==> config.mk <==
export PLATFORM = sky130hd
export DESIGN_NAME = hwloop_ctrl
export DESIGN_NICKNAME = d
export VERILOG_FILES = /design/src/rtl/hwloop_pkg.sv /design/src/rtl/hwloop_match.sv /design/src/rtl/hwloop_counter.sv /design/src/rtl/hwloop_nextpc.sv /design/src/rtl/hwloop_ctrl.sv
export SDC_FILE = /design/constraint.sdc
export NUM_CORES = 1
export LEC_CHECK = 0
export BUFFER_PORTS_ARGS = -buffer_cell sky130_fd_sc_hd__buf_2
export CAP_MARGIN = 20
export CORE_AREA = 5 5 102 104
export DETAILED_ROUTE_END_ITERATION = 10
export DIE_AREA = 0 0 107 109
export RECOVER_POWER = 50
export SYNTH_ARGS = -nofsm -noshare
export SYNTH_HDL_FRONTEND = slang
export SYNTH_SLANG_ARGS = --single-unit
==> constraint.sdc <==
create_clock -name clk -period 6.35 [get_ports clk]
set_input_delay 0.635 -clock clk [delete_from_list [all_inputs] [get_ports clk]]
set_output_delay 0.635 -clock clk [all_outputs]
set_load 0.03 [all_outputs]
==> src/rtl/hwloop_pkg.sv <==
package hwloop_pkg;
  // Source of the next fetch address
  typedef enum logic [1:0] {
    NPC_SEQ   = 2'd0,  // no override, sequencer increments
    NPC_START = 2'd1,  // jump back to body start
    NPC_EXIT  = 2'd2,  // leave loop after last pass
    NPC_SKIP  = 2'd3   // zero-count setup, skip body
  } npc_sel_e;
endpackage

==> src/rtl/hwloop_match.sv <==
module hwloop_match #(
  parameter int ADDR_W = 16
) (
  input  logic              active,
  input  logic              fetch_valid,
  input  logic [ADDR_W-1:0] fetch_pc,
  input  logic [ADDR_W-1:0] end_addr,
  output logic              at_end
);
  // End-of-body detection, evaluated alongside the fetch
  always_comb begin
    at_end = active & fetch_valid & (fetch_pc == end_addr);
  end
endmodule

==> src/rtl/hwloop_counter.sv <==
module hwloop_counter #(
  parameter int CNT_W = 16
) (
  input  logic             clk,
  input  logic             rst_n,
  input  logic             load,
  input  logic [CNT_W-1:0] load_val,
  input  logic             dec,
  input  logic             clr,
  output logic [CNT_W-1:0] cnt,
  output logic             is_last
);
  localparam logic [CNT_W-1:0] ONE = CNT_W'(1);

  logic [CNT_W-1:0] cnt_q, cnt_d;
  logic             cnt_en;

  always_comb begin
    cnt_en = load | dec | clr;
    cnt_d  = cnt_q;
    if (clr)       cnt_d = '0;
    else if (load) cnt_d = load_val;
    else if (dec)  cnt_d = cnt_q - ONE;
  end

  always_ff @(posedge clk or negedge rst_n) begin
    if (!rst_n)      cnt_q <= '0;
    else if (cnt_en) cnt_q <= cnt_d;
  end

  assign cnt     = cnt_q;
  assign is_last = (cnt_q == ONE);
endmodule

==> src/rtl/hwloop_nextpc.sv <==
module hwloop_nextpc
  import hwloop_pkg::*;
#(
  parameter int ADDR_W = 16
) (
  input  npc_sel_e          sel,
  input  logic [ADDR_W-1:0] fetch_pc,
  input  logic [ADDR_W-1:0] start_addr,
  input  logic [ADDR_W-1:0] end_addr,
  input  logic [ADDR_W-1:0] do_end,
  output logic              override,
  output logic [ADDR_W-1:0] pc_next
);
  localparam logic [ADDR_W-1:0] INC = ADDR_W'(1);

  always_comb begin
    override = (sel != NPC_SEQ);
    unique case (sel)
      NPC_START: pc_next = start_addr;
      NPC_EXIT:  pc_next = end_addr + INC;
      NPC_SKIP:  pc_next = do_end + INC;
      default:   pc_next = fetch_pc + INC;
    endcase
  end
endmodule

==> src/rtl/hwloop_ctrl.sv <==
module hwloop_ctrl
  import hwloop_pkg::*;
#(
  parameter int ADDR_W = 16,
  parameter int CNT_W  = 16
) (
  input  logic              clk,
  input  logic              rst_n,
  input  logic              do_start,
  input  logic [CNT_W-1:0]  do_count,
  input  logic [ADDR_W-1:0] do_end,
  input  logic [ADDR_W-1:0] fetch_pc,
  input  logic              fetch_valid,
  output logic              pc_override,
  output logic [ADDR_W-1:0] pc_next,
  output logic              loop_active,
  output logic [CNT_W-1:0]  loop_remaining
);
  localparam logic [ADDR_W-1:0] INC = ADDR_W'(1);

  logic              active_q, active_d;
  logic [ADDR_W-1:0] start_q, start_d;
  logic [ADDR_W-1:0] end_q, end_d;
  logic              state_en;

  logic              accept_do;
  logic              at_end;
  logic              cnt_load, cnt_dec, cnt_clr;
  logic              cnt_last;
  logic [CNT_W-1:0]  cnt_val;
  npc_sel_e          sel;

  hwloop_match #(.ADDR_W(ADDR_W)) u_match (
    .active      (active_q),
    .fetch_valid (fetch_valid),
    .fetch_pc    (fetch_pc),
    .end_addr    (end_q),
    .at_end      (at_end)
  );

  hwloop_counter #(.CNT_W(CNT_W)) u_count (
    .clk      (clk),
    .rst_n    (rst_n),
    .load     (cnt_load),
    .load_val (do_count),
    .dec      (cnt_dec),
    .clr      (cnt_clr),
    .cnt      (cnt_val),
    .is_last  (cnt_last)
  );

  // Next-state logic
  always_comb begin
    accept_do = do_start & fetch_valid & ~active_q;
    active_d  = active_q;
    start_d   = start_q;
    end_d     = end_q;
    state_en  = 1'b0;
    cnt_load  = 1'b0;
    cnt_dec   = 1'b0;
    cnt_clr   = 1'b0;
    sel       = NPC_SEQ;
    if (accept_do) begin
      if (do_count == '0) begin
        sel = NPC_SKIP;
      end else begin
        active_d = 1'b1;
        start_d  = fetch_pc + INC;
        end_d    = do_end;
        state_en = 1'b1;
        cnt_load = 1'b1;
      end
    end else if (at_end) begin
      if (cnt_last) begin
        sel      = NPC_EXIT;
        active_d = 1'b0;
        state_en = 1'b1;
        cnt_clr  = 1'b1;
      end else begin
        sel     = NPC_START;
        cnt_dec = 1'b1;
      end
    end
  end

  // State registers
  always_ff @(posedge clk or negedge rst_n) begin
    if (!rst_n) begin
      active_q <= 1'b0;
      start_q  <= '0;
      end_q    <= '0;
    end else if (state_en) begin
      active_q <= active_d;
      start_q  <= start_d;
      end_q    <= end_d;
    end
  end

  hwloop_nextpc #(.ADDR_W(ADDR_W)) u_npc (
    .sel        (sel),
    .fetch_pc   (fetch_pc),
    .start_addr (start_q),
    .end_addr   (end_q),
    .do_end     (do_end),
    .override   (pc_override),
    .pc_next    (pc_next)
  );

  assign loop_active    = active_q;
  assign loop_remaining = cnt_val;
endmodule

==> Yosys cells after proc, flatten, opt, wreduce, memory -nomap -nowiden <==
Index checks and enable logic that the tools add are counted.
{ "totals": {"in_bits": 52, "wordCells": 51, "ff_bits": 49} }
{ "op_classes": {"mux": 21, "addsub": 4, "eq_ne": 6, "n_bitwise": 8, "reduce_logical": 8} }
{ "op_table": {"columns": ["op", "n"], "rows": [
  ["adder 16 x 1 -> 16 bit, second input constant", 3],
  ["two-way mux 16 bit", 3],
  ["case mux 16 bit (3 select lines)", 1],
  ["== test 16 x 1 -> 1 bit, second input constant", 1],
  ["== test 16 bit", 1],
  ["logical NOT 16 bit", 1],
  ["subtractor 16 x 1 -> 16 bit, second input constant", 1],
  ["two-way mux 1 bit", 13],
  ["two-way mux 2 bit", 4],
  ["nonzero test 2 bit", 3],
  ["bitwise AND 1 bit", 4],
  ["== test 2 bit, second input constant", 2],
  ["AND reduction 4 bit", 1],
  ["AND reduction 3 bit", 1],
  ["nonzero test 3 bit", 1],
  ["== test 2 x 1 -> 1 bit, second input constant", 1],
  ["inequality test 2 bit, second input constant", 1],
  ["inverter 1 bit", 2],
  ["bitwise OR 1 bit", 2],
  ["AND reduction 2 bit", 1]
]} }

==> Logic depth before layout (Yosys ltp) <==
Gate-level depths: netlist (run 1).
{ "logic_depth": {"depth_word": 7, "depth_mapped": 15, "ltp_nobuf": 13} }

==> Modules after synthesis <==
Synthesis (run 1) repeated with hierarchy kept, for this count alone.
{ "hier_totals": {"hier_cells": 384, "hier_area_um2": 3702.3} }
{ "modules_own_cells": {"columns": ["module", "instances", "area_each_um2", "cells_per_inst"], "rows": [
  ["hwloop_ctrl", 1, 1584.0, 132],
  ["hwloop_nextpc", 1, 979.7, 129],
  ["hwloop_counter", 1, 954.7, 101],
  ["hwloop_match", 1, 183.9, 22]
]} }

==> Least setup slack after synthesis (run 1) <==
No wires, ideal clock.
{ "synth_timing": {"path_kind": "input to output", "from": "input do_count[11]", "to": "output pc_next[12]", "slack_ps": 1957, "arrival_time_ps": 3758, "stages": 14, "t_required_ps": 5715, "path_cell_list": "nor4_1 nand4_1 nor2_1 clkbuf_1 clkbuf_1 nand2_1 nand2_1 ha_1 nand3_1 nor3_1 nand3_1 o21ai_0 xnor2_1 o21ai_0"} }
{ "synth_via": {"elab_chain_cells": 5, "word_cells_on_any_way": 7} }
{ "synth_rtl": {"columns": ["element", "line", "text"], "rows": [
  ["start: declaration", "hwloop_ctrl.sv:10", "input logic [CNT_W-1:0] do_count,"],
  ["logical NOT 16 bit *", "hwloop_ctrl.sv:64", "if (do_count == '0) begin"],
  ["two-way mux 2 bit *", "hwloop_ctrl.sv:64", null],
  ["two-way mux 2 bit *", "hwloop_ctrl.sv:63", "if (accept_do) begin"],
  ["== test 2 bit or == test 2 x 1 -> 1 bit (tied branches)", "hwloop_nextpc.sv:18", "unique case (sel)"],
  ["case mux 16 bit (3 select lines) *", "hwloop_nextpc.sv:18", null],
  ["end: declaration", "hwloop_ctrl.sv:15", "output logic [ADDR_W-1:0] pc_next,"]
]} }
Every way passes the cells marked *; elsewhere a longest branch is shown, timed or not.

==> Worst setup path after layout (run 1) <==
{ "layout_timing": {"from": "input do_count[8]", "to": "output pc_next[12]"} }
The elaborated chain is that of the path after synthesis.

==> reports/metrics.cfg, run 1 <==
[timing]
rsz0062_at_grt=no
setup_tns_ns=0
layout_min_cycle_time_ns=4.67
timing.max_slew.rel_slack_pct=-77.3
setup-violations-final=0
fraction_of_the_cycle_the_final_worst_path_needs_pct=73.5
hold_viol=0
finalWorstSetupSlack_ns=1.68
timing.clock.skew_ns=0.00979
timing.fmax_mhz=214
worst-slew-pin-transition_ns=2.66
drv_slew=50

[grt]
pin_count_of_the_biggest_net_entering_global_routing=50
residual_overflow_from_global_routing=0
antenna_violations_before_repair=0
grt_use_met2_pct=32.4
grt_use_total_pct=19.5
first_global_vias=3470
grt_first_pass_wirelength_um=17900
busiest_layer=met2
gr-usage-met3_pct=3.14
gr-usage-met1_pct=26.5

[hold_path]
timing.hold.worst.class=flip-flop to flip-flop
timing.hold.worst.start=start_q[7]$_DFFE_PN0P_
hold_critical_path_endpoint=start_q[7]$_DFFE_PN0P_
hold-path-cell-count=2

[critical_path]
worstReg2RegEnd=u_count.cnt[9]$_DFFE_PN0P_
worst_setup_path_start_kind=input pin
reg2reg_depth=6
cp-end-kind=output pin
critical_path.reg2reg.startpoint=end_q[3]$_DFFE_PN0P_
cp_data_arrival_time_ns=4.03
worstPathMaxFanout=13
critical_path_required_ns=5.71
criticalPathCategory=input pin to output pin
ff2ff_setup_slack_ns=3.43

[synthesis]
yosys_register_bits=49
avgSynthCellArea_um2=8.58
number_of_flops_mapped_to_enable_cells_by_yosys=0
netlist-cell-type-count=51
synth_top_area_cell=sky130_fd_sc_hd__dfrtp_1
synth_largest_type_area_fraction_pct=33.4
synthArstFlopShare_pct=100
sequential_to_total_area_share_from_yosys_stat_pct=33.4
syn_nets=484
mappedNetlistArea_um2=3670
ys_dominant_reg_cell=sky130_fd_sc_hd__dfrtp_1
yosysWarningCount=0
syn-instance-count=428
synth.area.top_cells=sky130_fd_sc_hd__dfrtp_1 33%, sky130_fd_sc_hd__xor2_1 9.1%, sky130_fd_sc_hd__xnor2_1 7.4%, sky130_fd_sc_hd__mux2_2 7.1%, sky130_fd_sc_hd__nor2_1 4.2%

[clock_network]
clkTransAtPathRegs_ns=0.10
post_cts_buffers=0
cts_num_sinks=49
clockRootBuffer=sky130_fd_sc_hd__clkbuf_8
clock_tree.htree_level_count=2
clkLatencyLatePin_ns=0.31
tritoncts.num_buffers=5
holdBufCountCts=0
cts_max_path_buffers=2
cts_tree=yes
post_cts_resized=0

[floorplan]
site_rows=36
fp.dieH_um=109
initial_util_pct=38.8
die_x_um=107
io_pins=86
design.core.area_um2=9460
full_die_area_um2=11700

[place]
pre_cts_slack_ns=1.75
sum_of_net_half_perimeters_after_detailed_placement_um=8540
place.port_buffers=85
replace_congestion=0.839

[drt]
vias_post_dr=3456
avgRoutedWirePerCell_um=18.1
final_antenna_net_count=0
finalWirelength_um=11200
drc_errors_left=0
drt_iter0_drc=212
drt-vias-per-instance=5.57
number_of_search_and_repair_iterations_in_the_first_detailed_routing_pass=4

[cells_and_area]
num_antenna_cells=0
nNetsFinal=561
layout_cells_sized_above_1_pct=22.1
flow.area_growth_from_synthesis_pct=15.9
n_fill_cell=989
area.sequential_um2=1230
multi_input_comb_area_um2=2330

[pwr]
static-leakage-power_nw=1.92
vdd.ir_drop.worst_v=0.0000693
p_per_area_nw_per_um2=139

[status]
result_of_the_run=finished, violations left
failing_checks=capacitance limit, slew limit

[job]
drv.max_cap_violation_count=1

[registers in the layout (all words and copies together) (netlist names)]
name,count
start_q,16
end_q,16
loop_active,1
u_count.cnt,16
[worst max-delay path, cell delays in order]
cell,delay (ns)
sky130_fd_sc_hd__buf_2,0.11
sky130_fd_sc_hd__nor4_1,0.30
sky130_fd_sc_hd__nand4_1,0.24
sky130_fd_sc_hd__nor2_1,0.71
sky130_fd_sc_hd__mux2_2,0.43
sky130_fd_sc_hd__ha_1,0.27
sky130_fd_sc_hd__and4_1,0.22
sky130_fd_sc_hd__and3_1,0.21
sky130_fd_sc_hd__xnor2_1,0.23
sky130_fd_sc_hd__nor2_1,0.07
sky130_fd_sc_hd__a311oi_1,0.25
sky130_fd_sc_hd__o21ai_0,0.16
sky130_fd_sc_hd__buf_2,0.20
[kinds of logic (layout without fill, tap and decap cells)]
| kind of cell | Yosys count | after routing | share of synthesized area [%] |
|---|---|---|---|
| simple gates | 170 | 170 | 23.5 |
| compound gates | 80 | 80 | 13.7 |
| xor+xnor | 69 | 69 | 16.5 |
| flops | 49 | 49 | 33.4 |
| mux | 28 | 28 | 8.42 |
| buf+inv | 28 | 106 | 3.17 |
| fa+ha+maj | 4 | 4 | 1.36 |
[where the power goes]
| part | internal [W] | switching (W) | leakage [nW] |
|---|---|---|---|
| Sequential | 0.000312 | 0.000000105 | 0.680 |
| Combinational | 0.0000317 | 0.0000582 | 1.20 |
| Clock | 0.0000764 | 0.000114 | 0.0439 |
| Total | 0.000420 | 0.000172 | 1.92 |
[layout by cell type (no fill, tap or decap), types with 18 or more instances in the layout]
cell	Yosys	final
sky130_fd_sc_hd__dfrtp_1	49	49
sky130_fd_sc_hd__buf_2	3	68
sky130_fd_sc_hd__nand3_1	27	27
sky130_fd_sc_hd__xor2_1	38	38
sky130_fd_sc_hd__mux2_2	23	23
sky130_fd_sc_hd__xnor2_1	31	31
sky130_fd_sc_hd__o21ai_0	28	28
sky130_fd_sc_hd__clkbuf_1	14	18
sky130_fd_sc_hd__nand2_1	40	40
sky130_fd_sc_hd__nor2_1	41	41
[worst max path at each step]
stage / startpoint / depth (start not counted) / to
final: do_count[8] / 13 / pc_next[12]
after global routing: do_count[11] / 13 / pc_next[12]
after CTS: do_count[8] / 13 / pc_next[12]
after detailed placement: do_count[8] / 13 / pc_next[12]
after global placement: do_count[8] / 13 / pc_next[12]
after floorplan: do_count[11] / 14 / pc_next[12]
[synth_stat cells (all sizes together), types with 10 or more instances]
| cell type | count |
|---|---|
| o21ai | 28 |
| and3 | 13 |
| a211oi | 10 |
| a21oi | 15 |
| nor2 | 41 |
| nand3 | 27 |
| mux2 | 23 |
| nor4 | 13 |
| nor3 | 15 |
| dfrtp | 49 |
| clkbuf | 14 |
| nand2 | 40 |
| xnor2 | 31 |
| xor2 | 38 |
[metrics by stage]
stage,hold WS (ns),utilization [%],instances,area (um2),total power [W]
floorplan,0.339,-,428,3670,0.000358
global placement,0.466,44.3,612,4190,0.000408
detailed placement,0.477,44.3,612,4190,0.000408
CTS,0.447,45.2,620,4280,0.000597
global route,0.522,45.0,620,4250,0.000618
finish,0.500,45.0,620,4250,0.000592
[final cells by class]
type	count	area share (%)
Inverter	8	0.706
Tap cell	114	3.35
Sequential cell	49	28.8
Clock buffer	5	1.62
Clock inverter	3	0.412
Multi-Input combinational cell	351	54.8
Timing Repair Buffer	90	10.3
[routing by layer]
layer | share of wire, % | up-vias
met5 | 0 | -
met4 | 1.7 | 0
met3 | 6.2 | 14
met2 | 47 | 136
met1 | 45 | 1621
li1 | - | 1685
Note: power is estimated with default switching activity, not from simulation.
==> inputs of run 2 (changes only) <==
--- a/config.mk
+++ b/config.mk
@@ -5,11 +5,12 @@
 export SDC_FILE = /design/constraint.sdc
 export NUM_CORES = 1
 export LEC_CHECK = 0
+export ABC_AREA = 1
 export BUFFER_PORTS_ARGS = -buffer_cell sky130_fd_sc_hd__buf_2
 export CAP_MARGIN = 20
-export CORE_AREA = 5 5 102 104
+export CORE_AREA = 5 5 109 111
 export DETAILED_ROUTE_END_ITERATION = 10
-export DIE_AREA = 0 0 107 109
+export DIE_AREA = 0 0 114 116
 export RECOVER_POWER = 50
 export SYNTH_ARGS = -nofsm -noshare
 export SYNTH_HDL_FRONTEND = slang
==> constraint.sdc (replaced) <==
create_clock -name clk -period 4.4 [get_ports clk]
set_input_delay 0.44 -clock clk [delete_from_list [all_inputs] [get_ports clk]]
set_output_delay 0.44 -clock clk [all_outputs]
set_load 0.03 [all_outputs]
==> reports/metrics.cfg, run 2 <==
[synthesis]
netlist-cell-type-count=32
yosys_register_bits=49
synth.area.top_cells=sky130_fd_sc_hd__dfrtp_1 29%, sky130_fd_sc_hd__nand2_1 19%, sky130_fd_sc_hd__inv_1 8.5%, sky130_fd_sc_hd__o21ai_0 6.2%, sky130_fd_sc_hd__nor2_1 6.0%
syn_nets=726
sequential_to_total_area_share_from_yosys_stat_pct=29.4
synth_largest_type_area_fraction_pct=29.4
most_common_cell_in_the_netlist=sky130_fd_sc_hd__nand2_1
synth-compound-area-share_pct=10.2
syn-instance-count=670
synth_top_cells_by_count=207 x sky130_fd_sc_hd__nand2_1, 94 x sky130_fd_sc_hd__inv_1, 67 x sky130_fd_sc_hd__nor2_1, 52 x sky130_fd_sc_hd__o21ai_0, 49 x sky130_fd_sc_hd__dfrtp_1
number_of_flops_mapped_to_enable_cells_by_yosys=0
yosys.area_share.xor_xnor_pct=6.93
synth_top_area_cell=sky130_fd_sc_hd__dfrtp_1
synthArstFlopShare_pct=100
avgSynthCellArea_um2=6.22
mappedNetlistArea_um2=4170
synthAdderAreaFrac_pct=1.20
main_combinational_cell_family_by_area_after_synthesis=simple AND/OR/NAND/NOR gates
ys_dominant_reg_cell=sky130_fd_sc_hd__dfrtp_1
yosysWarningCount=0
yosys-mux-area-fraction_pct=0
post_synth_and_or_nand_nor_area_fraction_pct=41.4

[clock_network]
holdBufCountCts=0
clkLatencyLatePin_ns=0.32
post_cts_resized=0
clockRootBuffer=sky130_fd_sc_hd__clkbuf_8
tritoncts.num_buffers=5
cts_max_path_buffers=2
clock_tree.htree_level_count=2
cts_num_sinks=49
post_cts_buffers=0
cts_tree=yes
clkTransAtPathRegs_ns=0.10

[floorplan]
design.core.area_um2=10700
full_die_area_um2=13200
io_pins=86
fp.dieH_um=116
initial_util_pct=39.0
die_x_um=114
site_rows=38

[critical_path]
critical_path.reg2reg.startpoint=loop_active$_DFFE_PN0P_
worst_setup_path_start_kind=flip-flop
reg2reg_depth=9
ff2ff_setup_slack_ns=1.78
critical_path_required_ns=3.96
cp-end-kind=output pin
criticalPathCategory=flip-flop to output pin
cp_data_arrival_time_ns=2.98
worstReg2RegEnd=u_count.cnt[15]$_DFFE_PN0P_
worstPathMaxFanout=8

[timing]
drv_slew=50
timing.max_slew.rel_slack_pct=-94.3
hold_viol=0
timing.fmax_mhz=293
setup-violations-final=0
fraction_of_the_cycle_the_final_worst_path_needs_pct=77.6
rsz0062_at_grt=no
fin_hold_ws_ns=0.331
timing.clock.skew_ns=0.00876
layout_min_cycle_time_ns=3.42
setup_tns_ns=0
worst-slew-pin-transition_ns=2.91

[hold_path]
hold_critical_path_endpoint=end_q[9]$_DFFE_PN0P_
hold-path-cell-count=3
timing.hold.worst.start=do_end[9]
timing.hold.worst.class=input pin to flip-flop

[drt]
drt-vias-per-instance=5.27
number_of_search_and_repair_iterations_in_the_first_detailed_routing_pass=5
drc_errors_left=0
finalWirelength_um=14500
vias_post_dr=4694
final_antenna_net_count=0
avgRoutedWirePerCell_um=16.2
drt_iter0_drc=318

[pwr]
report.power.total_w=0.00238
vdd.ir_drop.worst_v=0.000241
p_per_area_nw_per_um2=495
static-leakage-power_nw=2.48

[cells_and_area]
final_common_cell=sky130_fd_sc_hd__nand2_1
flow.area_growth_from_synthesis_pct=15.4
n_fill_cell=1220
final_util_pct=45.0
layout_cells_sized_above_1_pct=14.0
layout_common_cells=207 x sky130_fd_sc_hd__nand2_1, 94 x sky130_fd_sc_hd__inv_1, 68 x sky130_fd_sc_hd__buf_2
num_antenna_cells=0
nNetsFinal=806

[status]
failing_checks=capacitance limit, slew limit
result_of_the_run=finished, violations left

[grt]
first_global_vias=4690
grt_first_pass_wirelength_um=23100
grt_use_total_pct=22.1
antenna_violations_before_repair=0
residual_overflow_from_global_routing=0
pin_count_of_the_biggest_net_entering_global_routing=60

[job]
drv.max_cap_violation_count=1

[place]
place.port_buffers=85
sum_of_net_half_perimeters_after_detailed_placement_um=11400
replace_congestion=0.919

==> run 2: cell types whose count changed after synthesis, sizes merged, moves of 8 or more <==
cell / change
inv: +89
nand2: +172
nand3: +22
a211oi: -10
xor2: -14
a21oi: -8
mux2: -23
and3: -12
nor2: +38
o2111ai: +9
xnor2: -22
o21ai: +25
nand4: +23
==> run 2: report_power, final <==
part	switching (W)	total (W)	internal, W
registers	0.000174	0.000811	0.000636
logic	0.000871	0.00125	0.000383
clock network	0.000174	0.000317	0.000143
total	0.00122	0.00238	0.00116
==> run 2: how the worst max path moves through the flow <==
stage / from / to / cells after the start
final: u_count.cnt[1]$_DFFE_PN0P_ / pc_next[14] / 9
after global placement: do_count[0] / pc_next[13] / 16
after detailed placement: do_count[4] / pc_next[15] / 16
after global routing: loop_active$_DFFE_PN0P_ / pc_next[14] / 13
after CTS: u_count.cnt[1]$_DFFE_PN0P_ / pc_next[14] / 9
after floorplan: loop_active$_DFFE_PN0P_ / pc_next[0] / 7
==> run 2: kinds of logic after synthesis <==
kind of cell / Yosys count
AOI/OAI and AO/OA: 75
xor gates and xnor gates: 33
adders and majority gates: 4
buffers and inverters: 116
DFF: 49
and+or+nand+nor: 393
==> run 2: stage by stage <==
stage / setup slack, ns / instance area, um2 / std cells
after global routing: 0.678 / 4810 / 891
after CTS: 0.943 / 4840 / 891
after global placement: 1.10 / 4740 / 883
after floorplan: 1.79 / 4170 / 670
after detailed placement: 1.06 / 4740 / 883
final: 0.985 / 4810 / 891
==> run 2: final cells by class <==
type	instances	area, um2	share of cell area, %
tap	140	175	3.64
sequential	49	1230	25.5
timing repair buffer	92	453	9.41
multi-input combinational	505	2490	51.8
clock buffer	7	96.3	2.00
clock inverter	1	5.00	0.104
inverter	97	364	7.57
==> run 2: worst max-delay path: stages (launching register included) <==
cell,delay [ns]
sky130_fd_sc_hd__dfrtp_1,0.41
sky130_fd_sc_hd__inv_1,0.10
sky130_fd_sc_hd__ha_1,0.24
sky130_fd_sc_hd__nand2_1,0.08
sky130_fd_sc_hd__nor4_1,0.39
sky130_fd_sc_hd__nand4_1,0.47
sky130_fd_sc_hd__a21oi_1,0.50
sky130_fd_sc_hd__nand3_1,0.14
sky130_fd_sc_hd__nand3_1,0.12
sky130_fd_sc_hd__buf_2,0.21
==> run 2: routing by layer <==
| layer | track usage [%] | part of all wire, % | vias up |
|---|---|---|---|
| met5 | 0 | 0 | - |
| met4 | 7.21 | 2.6 | 0 |
| met3 | 4.44 | 6.5 | 34 |
| met2 | 37.9 | 48 | 183 |
| met1 | 27.9 | 43 | 2172 |
| li1 | - | - | 2305 |
